<file path="src/rtl/pic_pkg.sv">
package pic_pkg;
   typedef enum logic [1:0] {
      WR_MASK = 2'd0,
      WR_MODE = 2'd1,
      WR_BASE = 2'd2,
      WR_CMD  = 2'd3
   } wr_reg_e;

   typedef enum logic [1:0] {
      RD_REQ  = 2'd0,
      RD_SERV = 2'd1,
      RD_MASK = 2'd2,
      RD_MODE = 2'd3
   } rd_reg_e;

   localparam int unsigned EOI_BIT = 5;
endpackage

</file>
<file path="src/rtl/pic_prio.sv">
module pic_prio #(
   parameter int unsigned N  = 8,
   localparam int unsigned IW = $clog2(N)
) (
   input  logic [N-1:0]  vec_i,
   output logic          found_o,
   output logic [IW-1:0] idx_o
);
   always_comb begin
      found_o = |vec_i;
      idx_o   = '0;
      for (int i = N - 1; i >= 0; i--) begin
         if (vec_i[i]) idx_o = IW'(i);
      end
   end
endmodule

</file>
<file path="src/rtl/pic_unit.sv">
module pic_unit
   import pic_pkg::*;
#(
   parameter int unsigned   N         = 8,
   parameter int unsigned   VEC_W     = 8,
   parameter logic [N-1:0]  LOCK_EDGE = '0,
   localparam int unsigned  IW        = $clog2(N),
   localparam int unsigned  BW        = VEC_W - IW
) (
   input  logic             clk,
   input  logic             rst_n,
   input  logic [N-1:0]     line_in,
   input  logic             wr_en,
   input  logic [1:0]       wr_addr,
   input  logic [VEC_W-1:0] wr_data,
   input  logic             ack_i,
   output logic             int_o,
   output logic [VEC_W-1:0] vec_o,
   output logic [N-1:0]     irr_o,
   output logic [N-1:0]     isr_o,
   output logic [N-1:0]     imr_o,
   output logic [N-1:0]     mode_o
);
   if ((1 << IW) != N || N < 2) begin : g_bad_lines
      $error("pic_unit: N must be a power of two, at least 2");
   end
   if (N > VEC_W) begin : g_bad_width
      $error("pic_unit: N must not exceed VEC_W");
   end

   logic [N-1:0]    irr_q, isr_q, imr_q, mode_q, prev_q;
   logic [BW-1:0]   base_q;
   logic [N-1:0]    cand, grant, eoi_clr;
   logic            c_found, s_found;
   logic [IW-1:0]   c_idx, s_idx;
   logic            mode_wr, eoi;

   assign mode_wr = wr_en && (wr_addr == WR_MODE);
   assign eoi     = wr_en && (wr_addr == WR_CMD) && wr_data[EOI_BIT];
   assign cand    = irr_q & ~imr_q;

   pic_prio #(.N(N)) i_cand_prio (.vec_i(cand),  .found_o(c_found), .idx_o(c_idx));
   pic_prio #(.N(N)) i_serv_prio (.vec_i(isr_q), .found_o(s_found), .idx_o(s_idx));

   assign int_o = c_found && (!s_found || (c_idx < s_idx));
   assign vec_o = int_o ? {base_q, c_idx} : {base_q, {IW{1'b1}}};

   always_comb begin
      grant   = '0;
      eoi_clr = '0;
      if (ack_i && int_o) grant[c_idx]   = 1'b1;
      if (eoi && s_found) eoi_clr[s_idx] = 1'b1;
   end

   always_ff @(posedge clk or negedge rst_n) begin
      if (!rst_n) begin
         isr_q  <= '0;
         imr_q  <= '1;
         base_q <= '0;
         prev_q <= '0;
      end else begin
         isr_q  <= (isr_q & ~eoi_clr) | grant;
         prev_q <= line_in;
         if (wr_en && wr_addr == WR_MASK) imr_q  <= wr_data[N-1:0];
         if (wr_en && wr_addr == WR_BASE) base_q <= wr_data[VEC_W-1:IW];
      end
   end

   for (genvar i = 0; i < N; i++) begin : g_line
      if (LOCK_EDGE[i]) begin : g_locked
         assign mode_q[i] = 1'b0;
      end else begin : g_prog
         always_ff @(posedge clk or negedge rst_n) begin
            if (!rst_n)       mode_q[i] <= 1'b0;
            else if (mode_wr) mode_q[i] <= wr_data[i];
         end
      end

      always_ff @(posedge clk or negedge rst_n) begin
         if (!rst_n)         irr_q[i] <= 1'b0;
         else if (mode_q[i]) irr_q[i] <= line_in[i];
         else                irr_q[i] <= (irr_q[i] & ~grant[i]) | (line_in[i] & ~prev_q[i]);
      end

      // a latched edge request survives until its own grant
      p_edge_hold_r2: assert property (@(posedge clk) disable iff (!rst_n)
         (irr_q[i] && !mode_q[i] && !grant[i] && !mode_wr) |=> irr_q[i]);
      // level request tracks the input one clock later
      p_level_follow_r3: assert property (@(posedge clk) disable iff (!rst_n)
         (mode_q[i] && !mode_wr) |=> (irr_q[i] == $past(line_in[i])));
   end

   assign irr_o  = irr_q;
   assign isr_o  = isr_q;
   assign imr_o  = imr_q;
   assign mode_o = mode_q;

   // nothing masked ever enters service
   p_no_masked_grant_r4: assert property (@(posedge clk) disable iff (!rst_n)
      ack_i |=> (((isr_q & ~$past(isr_q)) & $past(imr_q)) == '0));
   // at most one line enters service per acknowledge
   p_single_grant_r6: assert property (@(posedge clk) disable iff (!rst_n)
      $onehot0(isr_q & ~$past(isr_q)));
   // an end-of-interrupt without a grant removes exactly one bit
   p_eoi_one_bit_r8: assert property (@(posedge clk) disable iff (!rst_n)
      (eoi && (isr_q != '0) && !ack_i) |=> ($countones(isr_q) + 1 == $countones($past(isr_q))));
endmodule

</file>
<file path="src/rtl/pic_cascade_pair.sv">
module pic_cascade_pair
   import pic_pkg::*;
#(
   parameter int unsigned           LINES      = 8,
   parameter int unsigned           VEC_W      = 8,
   parameter int unsigned           CASC_LINE  = 2,
   parameter logic [2*LINES-1:0]    ACTIVE_LOW = 16'h0100,
   parameter logic [2*LINES-1:0]    RESERVED   = 16'h2002,
   parameter logic [LINES-1:0]      P_LOCK     = 8'h05,
   parameter logic [LINES-1:0]      S_LOCK     = 8'h01,
   localparam int unsigned          IW         = $clog2(LINES)
) (
   input  logic                 clk,
   input  logic                 rst_n,
   input  logic [2*LINES-1:0]   irq_in,
   input  logic                 wr_en,
   input  logic                 wr_sel,
   input  logic [1:0]           wr_addr,
   input  logic [VEC_W-1:0]     wr_data,
   input  logic                 rd_sel,
   input  logic [1:0]           rd_addr,
   output logic [VEC_W-1:0]     rd_data,
   input  logic                 ack_i,
   output logic                 int_o,
   output logic [VEC_W-1:0]     vec_o
);
   if (CASC_LINE >= LINES) begin : g_bad_casc
      $error("pic_cascade_pair: CASC_LINE out of range");
   end
   if (!P_LOCK[CASC_LINE]) begin : g_bad_lock
      $error("pic_cascade_pair: cascade input must be edge-locked");
   end

   logic [2*LINES-1:0] phys;
   logic [LINES-1:0]   p_in, s_in;
   logic               p_int, s_int, s_ack;
   logic [VEC_W-1:0]   p_vec, s_vec, vec_q;
   logic [LINES-1:0]   p_irr, p_isr, p_imr, p_mode;
   logic [LINES-1:0]   s_irr, s_isr, s_imr, s_mode;
   logic               take_s;

   assign phys = (irq_in ^ ACTIVE_LOW) & ~RESERVED;
   assign s_in = phys[2*LINES-1:LINES];

   always_comb begin
      for (int i = 0; i < LINES; i++) p_in[i] = phys[i];
      p_in[CASC_LINE] = s_int;
   end

   pic_unit #(.N(LINES), .VEC_W(VEC_W), .LOCK_EDGE(P_LOCK)) i_primary (
      .clk(clk), .rst_n(rst_n), .line_in(p_in),
      .wr_en(wr_en && !wr_sel), .wr_addr(wr_addr), .wr_data(wr_data),
      .ack_i(ack_i), .int_o(p_int), .vec_o(p_vec),
      .irr_o(p_irr), .isr_o(p_isr), .imr_o(p_imr), .mode_o(p_mode));

   pic_unit #(.N(LINES), .VEC_W(VEC_W), .LOCK_EDGE(S_LOCK)) i_secondary (
      .clk(clk), .rst_n(rst_n), .line_in(s_in),
      .wr_en(wr_en && wr_sel), .wr_addr(wr_addr), .wr_data(wr_data),
      .ack_i(s_ack), .int_o(s_int), .vec_o(s_vec),
      .irr_o(s_irr), .isr_o(s_isr), .imr_o(s_imr), .mode_o(s_mode));

   assign take_s = p_int && (p_vec[IW-1:0] == IW'(CASC_LINE));
   assign s_ack  = ack_i && take_s;
   assign int_o  = p_int;

   always_ff @(posedge clk or negedge rst_n) begin
      if (!rst_n)     vec_q <= '0;
      else if (ack_i) vec_q <= take_s ? s_vec : p_vec;
   end
   assign vec_o = vec_q;

   always_comb begin
      unique case (rd_addr)
         RD_REQ:  rd_data = VEC_W'(rd_sel ? s_irr  : p_irr);
         RD_SERV: rd_data = VEC_W'(rd_sel ? s_isr  : p_isr);
         RD_MASK: rd_data = VEC_W'(rd_sel ? s_imr  : p_imr);
         default: rd_data = VEC_W'(rd_sel ? s_mode : p_mode);
      endcase
   end

   // acknowledge with no interrupt yields the all-ones line code
   p_spurious_code_r13: assert property (@(posedge clk) disable iff (!rst_n)
      (ack_i && !p_int) |=> (vec_o[IW-1:0] == {IW{1'b1}}));
   // a cascade grant with a live secondary puts a secondary line in service
   p_casc_service_r7: assert property (@(posedge clk) disable iff (!rst_n)
      (ack_i && take_s && s_int) |=> (s_isr != '0 && p_isr[CASC_LINE]));
endmodule

</file>
<file path="config.mk">
export PLATFORM = sky130hd
export DESIGN_NAME = pic_cascade_pair
export DESIGN_NICKNAME = d
export VERILOG_FILES = /design/src/rtl/pic_pkg.sv /design/src/rtl/pic_prio.sv /design/src/rtl/pic_unit.sv /design/src/rtl/pic_cascade_pair.sv
export SDC_FILE = /design/constraint.sdc
export NUM_CORES = 1
export LEC_CHECK = 0
export CORE_UTILIZATION = 45
export DETAILED_ROUTE_END_ITERATION = 10
export PLACE_DENSITY = 0.72
export SYNTH_ARGS = -nofsm -noshare
export SYNTH_HDL_FRONTEND = slang
export SYNTH_SLANG_ARGS = --single-unit
</file>
<file path="constraint.sdc">
create_clock -name clk -period 6.1 [get_ports clk]
set_input_delay 1.525 -clock clk [delete_from_list [all_inputs] [get_ports clk]]
set_output_delay 1.525 -clock clk [all_outputs]
set_load 0.01 [all_outputs]
</file>
==> results of run 1 <==
-- layer usage --
metal / share of wire / global-route usage / vias to the layer above
li1: - / - / 1735
met1: 0.46 / 0.339 / 1896
met2: 0.47 / 0.378 / 136
met3: 0.055 / 0.0448 / 21
met4: 0.014 / 0.0605 / 0
met5: 0 / 0 / -
-- path summary, 6_finish.rpt --
| check | start | endpoint | slack, ns | depth (start not counted) |
|---|---|---|---|---|
| worst max-delay path | rd_addr[0] | rd_data[5] | 0.82 | 5 |
| worst min-delay path | i_primary.prev_q[2] | i_primary.irr_o[2] | 0.42 | 1 |
| worst max register to register | i_secondary.imr_o[4] | i_secondary.irr_o[6] | 2.91 | 10 |
| worst min register to register | i_primary.prev_q[2] | i_primary.irr_o[2] | 0.42 | 1 |
| max in group asynchronous | rst_n | i_primary.imr_o[7] | 3.89 | 2 |
| min in group asynchronous | rst_n | i_primary.irr_o[2] | 1.19 | 1 |
-- flip-flops by register name, indices dropped and copies added (netlist names), 6 cells and up --
name / flops
i_primary.imr_o: 8
i_primary.irr_o: 8
i_primary.isr_o: 8
i_secondary.imr_o: 8
i_secondary.irr_o: 8
i_secondary.isr_o: 8
vec_o: 8
i_primary.prev_q: 7
i_secondary.mode_o: 7
i_secondary.prev_q: 7
i_primary.mode_o: 6
-- layout make-up --
class	instances	area (sq um)
Multi-Input combinational cell	317	2360
Clock buffer	11	141
Clock inverter	5	42.5
Sequential cell	93	2350
Fill cell	937	4750
Timing Repair Buffer	52	505
Inverter	26	97.6
Tap cell	136	170
-- cells in the mapped netlist (all sizes together), types with 3 or more instances --
master,n,area share
or2,3,0.0038
mux4,13,0.060
and2,3,0.0038
nand2,40,0.031
o21ai,34,0.035
o21a,5,0.0077
nor3,6,0.0072
a21oi,13,0.013
a32o,5,0.010
inv,26,0.020
nand2b,21,0.028
nor4,11,0.017
mux2,40,0.092
buf,8,0.011
o31ai,10,0.016
nor2,34,0.026
clkbuf,6,0.0046
a21o,3,0.0046
ha,3,0.0077
a211oi,4,0.0072
nand3,13,0.014
dfrtp,77,0.40
dfstp,16,0.086
a221o,5,0.010
nor2b,15,0.021
-- logic make-up after synthesis --
| family | count (synthesis) | synth area share |
|---|---|---|
| AOI/OAI and AO/OA | 101 | 0.148 |
| adders and majority gates | 3 | 0.00770 |
| buffers and inverters | 40 | 0.0357 |
| DFF | 93 | 0.481 |
| muxes | 55 | 0.157 |
| and+or+nand+nor | 158 | 0.171 |
-- stage by stage --
stage | utilization | hold slack [ns]
final | 0.544 | 0.416
after global routing | 0.544 | 0.437
after CTS | 0.544 | 0.419
after detailed placement | 0.526 | 0.404
after global placement | 0.526 | 0.394
after floorplan | - | 0.393
-- power breakdown --
group	internal [mW]	switching, mW	total, mW	leakage, nW
Combinational	0.404	0.484	0.888	1.14
Clock	0.166	0.232	0.398	0.0962
Sequential	0.780	0.155	0.935	1.08
Total	1.35	0.870	2.22	2.32
-- critical path, cell delays in order --
cell             delay (ns)
clkdlybuf4s50_1        0.84
buf_4                  0.29
mux4_2                 0.32
mux2_2                 0.29
clkdlybuf4s50_1        0.49
==> results.toml, run 1 <==
[die]
io_pins = 51
die_area_sq_um = 11300
start_util = 0.468
die_w_um = 106
coreArea_sq_um = 10400
rows = 37
die_h_um = 106

[cells_and_area]
mostFrequentLayoutCells = "dfrtp_1, clkdlybuf4s50_1, mux2_2, nand2_1, nor2_1"
areaGrowthSynthToFinish_pct = 16.2
layout_commonest_cell = "dfrtp_1"
postLayoutCellArea_sq_um = 5660
drive_above_1_share = 0.212
nets = 536
antenna_cells = 0
instances_no_fill = 640

[grt]
grt_pass1_vias = 3895
grt_start_max_net_pins = 52
antenna_found_initial = 0
track_usage = 0.239
grt_pass1_wl_um = 20500
grt_overflow_total = 0

[route]
post_drt_wl_per_cell_um = 19.4
vias = 3788
drtIter0Drc = 251
routed_wl_um = 12400
ant_nets = 0
drc_errors = 0
first_pass_iters = 5
via_per_inst = 5.92

[cts]
clkSlewWorstSetupHoldPaths_ns = 0.10
root_buffer = "clkbuf_8"
numCtsBuffers = 9
cts_max_path_buffers = 2
htree_levels = 3
cts_hold_buf = 0
post-cts-setup-buffers = 0
worstSkewPairLatency_ns = 0.36
cts_resized = 0
cts_tree = "yes"
numClockSinks = 93

[setup_path]
worstPathRequired_ns = 4.58
crit_path_max_fanout = 10
cp_data_arrival_time_ns = 3.76
cp-end-kind = "primary output"
crit_type = "input port to primary output"
startpoint_type = "input port"

[sta]
worstMarginPinSlew_ns = 0.965
post-route-period-util = 0.866
setup-tns-final_ns = 0
finalCriticalPeriod_ns = 5.28
drv_slew = 0
max_freq_mhz = 189
skew_ns = 0.0135
setup_ws_ns = 0.816
setup_viol = 0
finalHoldViolCount = 0
relSlewSlack = 0.351
grt_setup_unrepaired = "false"

[yosys]
synth_area_per_cell_sq_um = 10.8
yosysSeqAreaShare = 0.481
synth_seq_cells = 93
syn_area_sq_um = 4880
synth_async_sr_flop_share = 1.00
syn_nets = 487
synth_ff_type = "dfrtp_1"
synthCells = 450
yosysUniqueCellTypes = 65
synth-edff-count = 0
synth_warnings = 0

[power]
max-vdd-ir-drop_v = 0.000191
power_mw = 2.22
p_leak_nw = 2.32
p_per_area_nw_per_um2 = 392

[placed_design]
place_congestion = 0.884
io_buffers = 47
dp_hpwl_um = 9150
dp.cells = 624
place_area_sq_um = 5480
dp_slack_ns = 0.835

[flow_run]
maxCapViolCount = 0

[status]
outcome = "finished, final reports clean"

[hold_path]
min_path_type = "flip-flop to flip-flop"
(Power assumes the default switching activity.)
==> run 2, diff against run 1 <==
- CORE_UTILIZATION: 45 -> 23
- PLACE_DENSITY: 0.72 -> 0.45
==> run 2 against run 1 <==
Sequential power about the same; setup slack got worse by 0.014 ns; clock power increased by 52%; fmax decreased by 0.26%; final area increased by 5.2%; global-route usage decreased by 10 points; clock-buffer cell count decreased by 1; critical path type unchanged; critical endpoint is now rd_data[6]; largest cell class unchanged.
==> results.toml, run 2 (synthesis results as in run 1) <==
[sta]
worstMarginPinSlew_ns = 0.981
grt_setup_unrepaired = "false"
setup_viol = 0
skew_ns = 0.0115
post-route-period-util = 0.869
relSlewSlack = 0.340
finalCriticalPeriod_ns = 5.30
setup-tns-final_ns = 0
drv_slew = 0
max_freq_mhz = 189
finalHoldViolCount = 0

[setup_path]
r2r_setup_slack_ns = 2.87
cpLargestDelayFamily = "buffers and inverters"
startpoint_type = "input port"
worstPathRequired_ns = 4.58
worstReg2RegEnd = "i_secondary.irr_o[2]"
cp-end-kind = "primary output"
critPathBufInv = 3
reg2reg_depth = 10
crit_slowest_cell = "clkdlybuf4s50_1"
cp_data_arrival_time_ns = 3.77
critPathMostFrequentCell = "clkdlybuf4s50_1"
cp.depth = 5
r2r-start = "i_secondary.imr_o[4]"
crit_path_max_fanout = 12
crit_type = "input port to primary output"
path_cells = "clkdlybuf4s50_1 -> buf_4 -> mux4_2 -> mux2_2 -> clkdlybuf4s50_1"
crit_start = "rd_addr[0]"
slowest_delay_ns = 0.66

[power]
max-vdd-ir-drop_v = 0.000157
p_per_area_nw_per_um2 = 409
p_leak_nw = 2.37
power_mw = 2.44

[route]
drtIter0Drc = 284
via_per_inst = 4.72
routed_wl_um = 14100
drc_errors = 0
first_pass_iters = 4
vias = 3651
post_drt_wl_per_cell_um = 18.2
ant_nets = 0

[hold_path]
min_path_type = "flip-flop to flip-flop"
holdPathStages = 1
hold_start = "i_primary.prev_q[2]"
hold_end = "i_primary.irr_o[2]"

[cts]
clkSlewWorstSetupHoldPaths_ns = 0.07
htree_levels = 3
root_buffer = "clkbuf_16"
post-cts-setup-buffers = 0
cts_hold_buf = 0
worstSkewPairLatency_ns = 0.36
numCtsBuffers = 9
cts_max_path_buffers = 2
cts_resized = 0
numClockSinks = 93
cts_tree = "yes"

[grt]
track_usage = 0.137
grt_pass1_wl_um = 22200
antenna_found_initial = 0
grt_overflow_total = 0
grt_start_max_net_pins = 59
grt_pass1_vias = 3792

[placed_design]
place_congestion = 0.844
io_buffers = 47
dp_hpwl_um = 10400

[cells_and_area]
multi_input_area_sq_um = 2360
mostFrequentLayoutCells = "dfrtp_1, clkdlybuf4s50_1, mux2_2, nand2_1, nor2_1"
antenna_cells = 0
fillers = 2135
layout_commonest_cell = "dfrtp_1"
nets = 535
areaGrowthSynthToFinish_pct = 22.2
drive_above_1_share = 0.215
ff_latch_area_sq_um = 2350

[die]
io_pins = 51
rows = 52
die_h_um = 148
coreArea_sq_um = 20500
die_area_sq_um = 21800
die_w_um = 148
start_util = 0.238

[status]
outcome = "finished, final reports clean"

[flow_run]
maxCapViolCount = 0
[run 2: cell count changes in the layout (fill, tap and decap cells not counted), sizes merged]
cell	before	now
buf	6	5
bufinv	0	1
inv	29	30
clkbuf	11	10
clkinv	2	1
[run 2: per-stage QoR]
| stage | hold WS [ns] | instances | setup WS [ns] | util | instance area [sq um] |
|---|---|---|---|---|---|
| 2_1_floorplan | 0.393 | 450 | 1.51 | - | 4880 |
| 3_3_place_gp | 0.395 | 757 | 0.777 | 0.275 | 5650 |
| 3_5_place_dp | 0.402 | 757 | 0.783 | 0.275 | 5650 |
| 4_1_cts | 0.416 | 773 | 0.779 | 0.291 | 5960 |
| 5_1_grt | 0.418 | 773 | 0.699 | 0.291 | 5960 |
| 6_report | 0.414 | 773 | 0.802 | 0.291 | 5960 |
[run 2: final cells by class]
| cell class | count | area share |
|---|---|---|
| clock buffers | 10 | 0.0401 |
| clock inverters | 6 | 0.0122 |
| inverters | 26 | 0.0164 |
| multi-input cells | 317 | 0.397 |
| flip-flops and latches | 93 | 0.394 |
| well taps | 270 | 0.0567 |
| repair buffers | 51 | 0.0836 |
[run 2: how the worst max path moves through the flow]
stage / slack, ns / end
detailed placement: 0.78 / rd_data[6]
finish: 0.80 / rd_data[6]
global placement: 0.78 / rd_data[6]
CTS: 0.78 / rd_data[6]
global route: 0.70 / rd_data[6]
floorplan: 1.51 / rd_data[3]
[run 2: per-layer routing]
metal  vias to the layer above  global-route usage  wire length (um)  share of wire
li1                       1731                   -                 -              -
met1                      1814               0.199              7080           0.50
met2                        95               0.202              6170           0.44
met3                        11              0.0309               655          0.047
met4                         0              0.0397               155          0.011
met5                         -                   0                 0              0
[run 2: worst reg2reg max path: stages (launching register included)]
cell      delay (ns)
dfstp_2         0.54
nand2b_1        0.17
a21boi_0        0.28
a21oi_1         0.10
nor2_1          0.33
ha_1            0.30
o21ai_0         0.16
a32oi_1         0.11
a211o_1         0.45
nor4_1          0.46
o21ai_0         0.17
[run 2: power breakdown]
group | leakage, nW | switching (mW) | internal, mW
Combinational | 1.13 | 0.492 | 0.404
Sequential | 1.08 | 0.156 | 0.781
Clock | 0.156 | 0.267 | 0.336
Total | 2.37 | 0.915 | 1.52
